`src/rtl/pmic_cmd_pkg.sv`:
```
package pmic_cmd_pkg;

  typedef enum logic [2:0] {
    ST_IDLE  = 3'd0,
    ST_REQ   = 3'd1,
    ST_WFDLE = 3'd2,
    ST_WFVLD = 3'd3
  } chanState_t;

  // Decoded register-side events, datapath -> control
  typedef struct packed {
    logic cmdWr;
    logic cmdLegal;
    logic vclrWr;
  } regHits_t;

  // Control -> datapath strobes
  typedef struct packed {
    logic loadCmd;
    logic captureRd;
    logic setErr;
  } strobes_t;

  // Register word indices
  localparam int unsigned OFS_CMD    = 0;
  localparam int unsigned OFS_WDATA  = 1;
  localparam int unsigned OFS_RDATA  = 2;
  localparam int unsigned OFS_VCLR   = 3;
  localparam int unsigned OFS_STATUS = 4;
  localparam int unsigned OFS_INIT   = 5;

  // Bit positions inside the command and status words
  localparam int unsigned POS_OPC   = 30;
  localparam int unsigned POS_WR    = 29;
  localparam int unsigned POS_SID   = 24;
  localparam int unsigned POS_BC    = 16;
  localparam int unsigned POS_STATE = 1;
  localparam int unsigned POS_ERR   = 8;
  localparam int unsigned POS_INIT  = 15;

endpackage

```
`src/rtl/pmic_cmd_ctrl.sv`:
```
module pmic_cmd_ctrl
  import pmic_cmd_pkg::*;
(
  input  logic       clk,
  input  logic       rstN,
  input  regHits_t   hits,
  input  logic       curIsWrite,
  input  logic       vclrBit,
  input  logic       busAck,
  input  logic       busDone,
  output chanState_t state,
  output strobes_t   strobes,
  output logic       busReq
);

  chanState_t stateQ, stateD;

  always_comb begin
    stateD            = stateQ;
    strobes.loadCmd   = 1'b0;
    strobes.captureRd = 1'b0;
    strobes.setErr    = 1'b0;
    if (hits.cmdWr) begin
      if (stateQ == ST_IDLE && hits.cmdLegal) strobes.loadCmd = 1'b1;
      else                                    strobes.setErr  = 1'b1;
    end
    unique case (stateQ)
      ST_IDLE:  if (strobes.loadCmd) stateD = ST_REQ;
      ST_REQ:   if (busAck) stateD = ST_WFDLE;
      ST_WFDLE: if (busDone) begin
        if (curIsWrite) stateD = ST_IDLE;
        else begin
          stateD            = ST_WFVLD;
          strobes.captureRd = 1'b1;
        end
      end
      ST_WFVLD: if (hits.vclrWr && vclrBit) stateD = ST_IDLE;
      default:  stateD = ST_IDLE;
    endcase
  end

  always_ff @(posedge clk) begin
    if (!rstN) stateQ <= ST_IDLE;
    else       stateQ <= stateD;
  end

  assign state  = stateQ;
  assign busReq = (stateQ == ST_REQ);

endmodule

```
`src/rtl/pmic_cmd_dp.sv`:
```
module pmic_cmd_dp
  import pmic_cmd_pkg::*;
#(
  parameter int unsigned REG_AW    = 3,
  parameter int unsigned DATA_W    = 32,
  parameter int unsigned BUS_AW    = 16,
  parameter int unsigned SID_W     = 4,
  parameter int unsigned BC_W      = 4,
  parameter int unsigned BYTES_MAX = 2
) (
  input  logic                 clk,
  input  logic                 rstN,
  input  logic                 regWrEn,
  input  logic [REG_AW-1:0]    regAddr,
  input  logic [DATA_W-1:0]    regWdata,
  output logic [DATA_W-1:0]    regRdata,
  input  chanState_t           state,
  input  strobes_t             strobes,
  output regHits_t             hits,
  output logic                 curIsWrite,
  output logic                 vclrBit,
  output logic [1:0]           busOpc,
  output logic                 busWrite,
  output logic [SID_W-1:0]     busSid,
  output logic [BC_W-1:0]      busBc,
  output logic [BUS_AW-1:0]    busAddr,
  output logic [8*BYTES_MAX-1:0] busWdata,
  input  logic [8*BYTES_MAX-1:0] busRdata,
  output logic                 errFlag,
  output logic                 initDone
);

  localparam int unsigned BUS_DW = 8 * BYTES_MAX;
  localparam logic [DATA_W-1:0] FIELD_MASK =
      (DATA_W'(3) << POS_OPC) | (DATA_W'(1) << POS_WR) |
      (((DATA_W'(1) << SID_W) - 1) << POS_SID) |
      (((DATA_W'(1) << BC_W) - 1) << POS_BC) |
      ((DATA_W'(1) << BUS_AW) - 1);
  localparam logic [DATA_W-1:0] RSV_MASK = ~FIELD_MASK;

  logic [1:0]        opcQ;
  logic              wrQ;
  logic [SID_W-1:0]  sidQ;
  logic [BC_W-1:0]   bcQ;
  logic [BUS_AW-1:0] addrQ;
  logic [DATA_W-1:0] wdataQ, rdataQ;
  logic              errQ, initQ;
  logic [BUS_DW-1:0] rdMasked;

  logic [BC_W-1:0] newBc;
  assign newBc = regWdata[POS_BC +: BC_W];

  assign hits.cmdWr    = regWrEn && (regAddr == REG_AW'(OFS_CMD));
  assign hits.cmdLegal = ((regWdata & RSV_MASK) == '0) &&
                         (newBc <= BC_W'(BYTES_MAX - 1));
  assign hits.vclrWr   = regWrEn && (regAddr == REG_AW'(OFS_VCLR));
  assign vclrBit       = regWdata[0];

  logic errClr;
  assign errClr = regWrEn && (regAddr == REG_AW'(OFS_STATUS)) && regWdata[POS_ERR];

  // Byte-lane masking by byte count, one lane per generate iteration
  for (genvar g = 0; g < BYTES_MAX; g++) begin : g_lane
    logic laneOn;
    assign laneOn = (BC_W'(g) <= bcQ);
    assign busWdata[8*g +: 8] = laneOn ? wdataQ[8*g +: 8] : 8'h00;
    assign rdMasked[8*g +: 8] = laneOn ? busRdata[8*g +: 8] : 8'h00;
  end

  always_ff @(posedge clk) begin
    if (!rstN) begin
      opcQ   <= '0;
      wrQ    <= 1'b0;
      sidQ   <= '0;
      bcQ    <= '0;
      addrQ  <= '0;
      wdataQ <= '0;
      rdataQ <= '0;
      errQ   <= 1'b0;
      initQ  <= 1'b0;
    end else begin
      initQ <= 1'b1;
      if (strobes.loadCmd) begin
        opcQ  <= regWdata[POS_OPC +: 2];
        wrQ   <= regWdata[POS_WR];
        sidQ  <= regWdata[POS_SID +: SID_W];
        bcQ   <= newBc;
        addrQ <= regWdata[BUS_AW-1:0];
      end
      if (regWrEn && regAddr == REG_AW'(OFS_WDATA)) wdataQ <= regWdata;
      if (strobes.captureRd) rdataQ <= {{(DATA_W-BUS_DW){1'b0}}, rdMasked};
      if (strobes.setErr)    errQ <= 1'b1;
      else if (errClr)       errQ <= 1'b0;
    end
  end

  always_comb begin
    regRdata = '0;
    unique case (regAddr)
      REG_AW'(OFS_CMD):    regRdata = {opcQ, wrQ, 1'b0, sidQ, 4'b0, bcQ, addrQ};
      REG_AW'(OFS_WDATA):  regRdata = wdataQ;
      REG_AW'(OFS_RDATA):  regRdata = rdataQ;
      REG_AW'(OFS_STATUS): begin
        regRdata[POS_STATE +: 3] = state;
        regRdata[POS_ERR]        = errQ;
      end
      REG_AW'(OFS_INIT):   regRdata[POS_INIT] = initQ;
      default:             regRdata = '0;
    endcase
  end

  assign curIsWrite = wrQ;
  assign busOpc     = opcQ;
  assign busWrite   = wrQ;
  assign busSid     = sidQ;
  assign busBc      = bcQ;
  assign busAddr    = addrQ;
  assign errFlag    = errQ;
  assign initDone   = initQ;

endmodule

```
`src/rtl/pmic_cmd_channel.sv`:
```
module pmic_cmd_channel
  import pmic_cmd_pkg::*;
#(
  parameter int unsigned REG_AW    = 3,
  parameter int unsigned DATA_W    = 32,
  parameter int unsigned BUS_AW    = 16,
  parameter int unsigned SID_W     = 4,
  parameter int unsigned BC_W      = 4,
  parameter int unsigned BYTES_MAX = 2
) (
  input  logic                    clk,
  input  logic                    rstN,
  input  logic                    regWrEn,
  input  logic [REG_AW-1:0]       regAddr,
  input  logic [DATA_W-1:0]       regWdata,
  output logic [DATA_W-1:0]       regRdata,
  output logic                    busReq,
  output logic [1:0]              busOpc,
  output logic                    busWrite,
  output logic [SID_W-1:0]        busSid,
  output logic [BC_W-1:0]         busBc,
  output logic [BUS_AW-1:0]       busAddr,
  output logic [8*BYTES_MAX-1:0]  busWdata,
  input  logic                    busAck,
  input  logic                    busDone,
  input  logic [8*BYTES_MAX-1:0]  busRdata
);

  chanState_t state;
  strobes_t   strobes;
  regHits_t   hits;
  logic       curIsWrite, vclrBit, errFlag, initDone;

  pmic_cmd_ctrl i_ctrl (
    .clk        (clk),
    .rstN       (rstN),
    .hits       (hits),
    .curIsWrite (curIsWrite),
    .vclrBit    (vclrBit),
    .busAck     (busAck),
    .busDone    (busDone),
    .state      (state),
    .strobes    (strobes),
    .busReq     (busReq)
  );

  pmic_cmd_dp #(
    .REG_AW(REG_AW), .DATA_W(DATA_W), .BUS_AW(BUS_AW),
    .SID_W(SID_W), .BC_W(BC_W), .BYTES_MAX(BYTES_MAX)
  ) i_dp (
    .clk        (clk),
    .rstN       (rstN),
    .regWrEn    (regWrEn),
    .regAddr    (regAddr),
    .regWdata   (regWdata),
    .regRdata   (regRdata),
    .state      (state),
    .strobes    (strobes),
    .hits       (hits),
    .curIsWrite (curIsWrite),
    .vclrBit    (vclrBit),
    .busOpc     (busOpc),
    .busWrite   (busWrite),
    .busSid     (busSid),
    .busBc      (busBc),
    .busAddr    (busAddr),
    .busWdata   (busWdata),
    .busRdata   (busRdata),
    .errFlag    (errFlag),
    .initDone   (initDone)
  );

endmodule

```
`config.mk`:
```
export PLATFORM = sky130hd
export DESIGN_NAME = pmic_cmd_channel
export DESIGN_NICKNAME = d
export VERILOG_FILES = /design/src/rtl/pmic_cmd_pkg.sv /design/src/rtl/pmic_cmd_ctrl.sv /design/src/rtl/pmic_cmd_dp.sv /design/src/rtl/pmic_cmd_channel.sv
export SDC_FILE = /design/constraint.sdc
export NUM_CORES = 1
export LEC_CHECK = 0
export ABC_CLOCK_PERIOD_IN_PS = 1400
export BUFFER_PORTS_ARGS = -buffer_cell sky130_fd_sc_hd__buf_4
export CORE_UTILIZATION = 46
export DETAILED_ROUTE_END_ITERATION = 8
export PLACE_DENSITY = 0.77
export SETUP_SLACK_MARGIN = 0.05
export SYNTH_ARGS = -nofsm -noshare
export SYNTH_HDL_FRONTEND = slang
export SYNTH_SLANG_ARGS = --single-unit
```
`constraint.sdc`:
```
create_clock -name clk -period 1.4 [get_ports clk]
set_input_delay 0 -clock clk [delete_from_list [all_inputs] [get_ports clk]]
set_output_delay 0 -clock clk [all_outputs]
set_load 0.01 [all_outputs]
```
=== Word level (Yosys, flattened, before mapping) ===
Cells that the tools add are included.

* Bits in read-only memories: 0
* Input port bits: 56
* Memory bits (writable): 0
* Register bits: 80
* Output and inout bits: 76
* Memories kept: 0
* Latch bits: 0
* Logic and storage cells: 65

* Eq/ne operators: 12
* Reduce and logical (&&, ||, !) cells: 13
* $mul: 0
* $add $sub $neg: 0
* Bitwise gates (word level): 0
* Divide/modulo/power cells: 0
* Shifts and indexed selects: 0
* Magnitude comparators: 3
* Multiplexer cells: 27

{| class="wikitable"
|+ Operators with widths
! operator !! count
|-
| logical NOT 32 bit || 1
|-
| two-way mux 8 bit || 4
|-
| case mux 16 bit (2 select lines) || 1
|-
| case mux 3 bit (4 select lines) || 2
|-
| case mux 6 bit (3 select lines) || 1
|-
| == test 3 x 2 -> 1 bit (second input constant) || 4
|-
| two-way mux 3 bit || 4
|-
| case mux 4 bit (3 select lines) || 1
|-
| two-way mux 1 bit || 10
|-
| <= comparator 1 x 4 -> 1 bit (first input constant) || 2
|-
| logical AND 1 bit || 8
|-
| case mux 1 bit (4 select lines) || 2
|-
| == test 3 x 1 -> 1 bit (second input constant) || 2
|-
| == test 3 bit (second input constant) || 2
|-
| logical NOT 3 bit || 2
|-
| != test 2 x 1 -> 1 bit (second input constant) || 3
|-
| <= comparator 4 x 1 -> 1 bit (second input constant) || 1
|-
| AND reduction 4 bit || 1
|-
| case mux 1 bit (3 select lines) || 1
|-
| two-way mux 2 bit || 1
|-
| != test 2 bit (second input constant) || 1
|-
| nonzero test 2 bit || 1
|}

=== Logic depth before layout (Yosys ltp) ===
* Depth in word-level cells: 7
* Mapped depth: 6
* Depth with buffers taken out: 3

=== Cells and area by module ===
From an unflattened synthesis, not the netlist that was laid out.

* Cell total of the unflattened synthesis: 434
* Area, all modules: 4023.9 µm²

{| class="wikitable"
|+ By module, submodules not included
! module !! times used !! sequential area each (µm²) !! cells each !! area an instance (µm²)
|-
| pmic_cmd_dp || 1 || 1541.5 || 416 || 3875.0
|-
| pmic_cmd_ctrl || 1 || 40.0 || 18 || 148.9
|}

=== Least setup slack after synthesis ===
Ideal clock, no wire load.

* Path type: register to register
* Start: reg i_dp.bcQ[0] (netlist: i_dp.busBc[0])
* End: reg i_dp.rdataQ[14]
* Data required time: 1.284 ns
* Setup time: 0.116 ns
* Buffers on the path: 2
* Data arrival time: 1.241 ns
* Period minus slack after synthesis: 1.358 ns
* Stages on the path, launching flop included: 6
* Setup slack: 0.042 ns
* Cells stage by stage: dfxtp_1 or4_4 buf_6 buf_8 nand3_2 a21boi_1

* Cells in the longest elaborated chain, start to end: 2

{| class="wikitable"
|+ Ends and longest elaborated chain
! item !! line !! source
|-
| start: declaration || pmic_cmd_dp.sv:44 || <nowiki>logic [BC_W-1:0] bcQ;</nowiki>
|-
| start signal: assignment || pmic_cmd_dp.sv:87 || <nowiki>bcQ <= newBc;</nowiki>
|-
| <= comparator 1 x 4 -> 1 bit || pmic_cmd_dp.sv:65 || <nowiki>assign laneOn = (BC_W'(g) <= bcQ);</nowiki>
|-
| two-way mux 8 bit || pmic_cmd_dp.sv:67 || <nowiki>assign rdMasked[8*g +: 8] = laneOn ? busRdata[8*g +: 8] : 8'h00;</nowiki>
|-
| end signal: assignment || pmic_cmd_dp.sv:91 || <nowiki>if (strobes.captureRd) rdataQ <= {{(DATA_W-BUS_DW){1'b0}}, rdMasked};</nowiki>
|-
| end: declaration || pmic_cmd_dp.sv:46 || <nowiki>logic [DATA_W-1:0] wdataQ, rdataQ;</nowiki>
|}

Every way passes these cells.
A chain may end at the register's enable or synchronous reset.

=== Final worst setup path ===
* Start: reg i_dp.bcQ[2] (netlist: i_dp.busBc[2])
* End: out busWdata[10]

* Cells in the longest elaborated chain, start to end: 2

{| class="wikitable"
|+ Ends and longest elaborated chain
! item !! line !! source
|-
| <= comparator 1 x 4 -> 1 bit || pmic_cmd_dp.sv:65 ||
|-
| two-way mux 8 bit || pmic_cmd_dp.sv:66 || <nowiki>assign busWdata[8*g +: 8] = laneOn ? wdataQ[8*g +: 8] : 8'h00;</nowiki>
|-
| end: declaration || pmic_cmd_channel.sv:23 || <nowiki>output logic [8*BYTES_MAX-1:0] busWdata,</nowiki>
|}

Every way passes these cells.

==> results.txt <==
The arrival time reported for the critical path endpoint is around 1.6 ns. The checks that failed: setup timing. After technology mapping, the gate count stands at 467. The CTS buffer count is 9. The largest net degree at the start of global routing came out at 47. The count of unique library cells instantiated by Yosys came out at 44.

The fraction of synthesis flops using an asynchronous set or reset pin came out at 0. After layout, the design draws a total of 4.52 mW. The worst setup path is of the reg2out kind. Summed over all cells, the static leakage comes to between 2 and 3 nW. The data required time of the worst path came out at 1.40 ns. Once placement finished, the instance area stood at between 4000 and 5000 um2.

The residual antenna-violating net count after detailed routing came out at 0. By area the synthesized netlist is led by sky130_fd_sc_hd__dfxtp_1 40%, sky130_fd_sc_hd__nand2_1 14%, sky130_fd_sc_hd__mux2i_1 9.8%. The via count of the first global-routing pass came out at 4,040.

After clock tree synthesis, the clock-pin slew on the worst setup and hold paths is 0.08 ns. OpenSTA, run right after detailed placement, puts the worst setup slack at 0.0373 ns. The cell type with the highest aggregate area in the netlist is sky130_fd_sc_hd__dfxtp_1.

The number of iterations in the first detailed-routing pass came out at 4. The path class of the tightest hold or removal check is in2reg. After synthesis the netlist holds a flip-flop and latch count of slightly below 80.

The final cell count without fillers came out at 758. Of the cells placed in the final design, the portion with a size suffix greater than 1 is 0.413. The floorplan has 33 rows. The placeable core region is a little over 8000 um2. The mean post-synth cell area is ~8.5 um2. The warning count from the yosys run came out at 0. Setup repair after global routing could not meet its margin everywhere. The final antenna diode count is 0.

The adder-cell share of the synthesized area is 0. In the global route stage, overall resource usage came out at 0.278. The wire length of the first global-routing pass came out at 19,200 um.

The instance count after placement with tap cells included came out at around 670. The detailed router finished its first iteration with ~160 violations. The cell at the root of the clock tree is sky130_fd_sc_hd__clkbuf_8. The initial utilization of the core area, before any placement, comes to 0.478.

The peak supply drop came out at 0.705 mV. After synthesis, the share of cell area in mux cells is 0.101. The largest family of logic cells by synthesized area is simple AND/OR/NAND/NOR gates.

In this run the tool buffered the top-level ports with 131 buffer cells. The global route total overflow is 0. Wires add up to 12,300 um. The max-capacitance violation count is 0.

The post-detailed-placement half-perimeter wirelength came out at 7500 um. For this design the total switching power over the nets is 1.09 mW. The total negative setup slack is -1.48 ns. The proportion of power drawn by the clock network came out at 0.377.

The worst slew margin relative to its limit came out at 0.708. TritonCTS built the clock tree. The flow ran to the end, but the final reports show violations. In the finished design, the share of the clock period the worst path needs comes to 1.13. The number of hold violations in the final report came out at 0.

The initial antenna violation count came out at 0. Of the total synthesized cell area, the portion taken by AND, OR, NAND and NOR gates is 0.262. The die width came out at 94.9 um. The area overhead of the layout relative to synthesis is 52.5%. The launching element type of the critical path is a flip-flop. The remaining routing DRC violations came out at 0. The post-synthesis net count came out at approximately 520. The highest achievable clock rate came out at 630 MHz. The clock latency on the worst-skew pair came out at 0.35 ns. The count of endpoints failing setup in the final report came out at 9. The top cell types in the final layout, fill and taps aside, are 152 x sky130_fd_sc_hd__nand2_1, 149 x sky130_fd_sc_hd__buf_4, 48 x sky130_fd_sc_hd__dlygate4sd3_1. The endpoint kind of the worst setup timing path is an output pin. The area of all placed cells without fillers came out at 6050 um2. The area enclosed by the die boundary came out at about 9000 um2. The number of slew-limit violations in the final report is 0. Hold timing on the final database bottoms out at a slack of 0.0193 ns.

At the end of routability-driven placement, the weighted congestion stood at 0.808. Of the total power, registers draw 0.504. The share of synthesized area in the top cell type comes to 0.399. Of the total power, the share spent switching nets is 0.241. The maximum clock skew at final layout came out at 0.00800 ns. The number of clock sinks is 79. The most used flip-flop cell after synthesis is sky130_fd_sc_hd__dfxtp_1.

The number of nets at the end of the flow came out at 704. The total number of H-tree levels is 3. The power density over the cells is 747 nW/um2.

Once routing completed, OpenROAD measured the worst setup slack at -0.188 ns. The cell area after synthesis came out at slightly below 4000 um2. The via total after detailed routing is 3,980. The most frequent standard cell in the layout excluding fill and tap cells is sky130_fd_sc_hd__nand2_1. The number of enable flip-flop cells after synthesis came out at 0. The xor-xnor portion of the synthesized cell area came out at 0. The internal portion of total power came out at 3.43 mW. The portion of the post-synthesis area used by sequential elements came out at 0.399.

Of the total power, combinational logic draws 0.119. The transition time at the pin with the least slew margin is 0.437 ns. The routed length per instance is 16.2 um.

The complex-gate fraction of the synthesized area is 0.154. The die is 94.9 um tall. In this run the worst path has a maximum fanout of 5. The layout filler cell count is 614. The maximum number of buffers from clock root to sink is 2. The via density per instance came out at 5.25. After layout, the minimum clock period comes to 1.59 ns.

The number of placed I/O pins is 132. Measured on the finished design, the core utilization comes to 0.729.
==> state kept, by name, summed over array words and instances, names as in the netlist <==
name	flops
i_dp.rdataQ	16
i_dp.initDone	1
i_dp.busAddr	16
i_dp.busWrite	1
i_ctrl.state	2
i_dp.busSid	4
i_dp.busBc	4
i_dp.busOpc	2
i_dp.wdataQ	32
i_dp.errFlag	1
==> area by class of cell <==
cell class,instances,area (um2),area share
tap,105,131,0.0217
sequential,79,1630,0.269
clock buffer,11,141,0.0234
clock inverter,5,57.6,0.00952
inverter,2,7.51,0.00124
multi-input combinational,339,2200,0.364
timing repair buffer,217,1880,0.311
==> synthesized netlist by cell type, types with 2 or more instances <==
library cell / n
sky130_fd_sc_hd__a21boi_0: 25
sky130_fd_sc_hd__a21boi_1: 24
sky130_fd_sc_hd__a21oi_1: 12
sky130_fd_sc_hd__a22o_1: 11
sky130_fd_sc_hd__a2bb2oi_1: 2
sky130_fd_sc_hd__and2_1: 5
sky130_fd_sc_hd__and2_4: 8
sky130_fd_sc_hd__and3_1: 4
sky130_fd_sc_hd__buf_12: 2
sky130_fd_sc_hd__buf_2: 12
sky130_fd_sc_hd__buf_4: 14
sky130_fd_sc_hd__buf_6: 4
sky130_fd_sc_hd__clkbuf_1: 14
sky130_fd_sc_hd__dfxtp_1: 79
sky130_fd_sc_hd__inv_1: 2
sky130_fd_sc_hd__mux2i_1: 39
sky130_fd_sc_hd__nand2_1: 152
sky130_fd_sc_hd__nand3_1: 7
sky130_fd_sc_hd__nand3_2: 2
sky130_fd_sc_hd__nand3b_1: 2
sky130_fd_sc_hd__nand4_1: 2
sky130_fd_sc_hd__nand4bb_1: 2
sky130_fd_sc_hd__nor2_1: 3
sky130_fd_sc_hd__nor2b_1: 4
sky130_fd_sc_hd__nor3b_1: 2
sky130_fd_sc_hd__nor4_4: 2
sky130_fd_sc_hd__o21ai_0: 4
sky130_fd_sc_hd__or2_2: 12
==> cells by family after synthesis <==
family | Yosys count
and+or+nand+nor | 214
AOI/OAI and AO/OA | 84
DFF | 79
buffers and inverters | 50
muxes | 40
==> per-layer routing <==
layer,up-vias,share of wire,GRT usage
li1,1920,-,-
met1,1883,0.42,0.318
met5,-,0,0
met3,24,0.075,0.0821
met4,0,0.022,0.0972
met2,153,0.48,0.489
==> power groups by stage <==
| stage | logic [mW] | clock network, mW | registers [mW] |
|---|---|---|---|
| final | 0.537 | 1.71 | 2.28 |
| after global routing | 0.577 | 1.83 | 2.28 |
| after CTS | 0.514 | 1.74 | 2.28 |
| after detailed placement | 0.396 | 0 | 2.33 |
| after global placement | 0.391 | 0 | 2.33 |
| after floorplan | 0.195 | 0 | 2.33 |
==> critical path, cell delays in order (launching register included) <==
cell	delay (ns)
sky130_fd_sc_hd__dfxtp_4	0.36
sky130_fd_sc_hd__or4_4	0.59
sky130_fd_sc_hd__and2_4	0.18
sky130_fd_sc_hd__buf_6	0.11
==> what timing repair did <==
action	in CTS	in global routing
resized for setup	52	43
pin swaps	11	14
hold endpoints to repair	73	0
cloned	1	1
setup buffers	15	6
setup endpoints to repair	27	58
hold buffers	49	0
==> path summary, 6_finish.rpt <==
kind	from	end	slack (ns)	depth (start not counted)
worst min-delay path	regWdata[22]	i_dp.errFlag	0.02	4
worst max-delay path	i_dp.busBc[2]	busWdata[10]	-0.19	3
worst max register to register	i_dp.busBc[2]	i_dp.rdataQ[15]	-0.02	5
worst min register to register	i_dp.wdataQ[30]	i_dp.wdataQ[30]	0.46	2
Power figures use the tool's default switching activity.
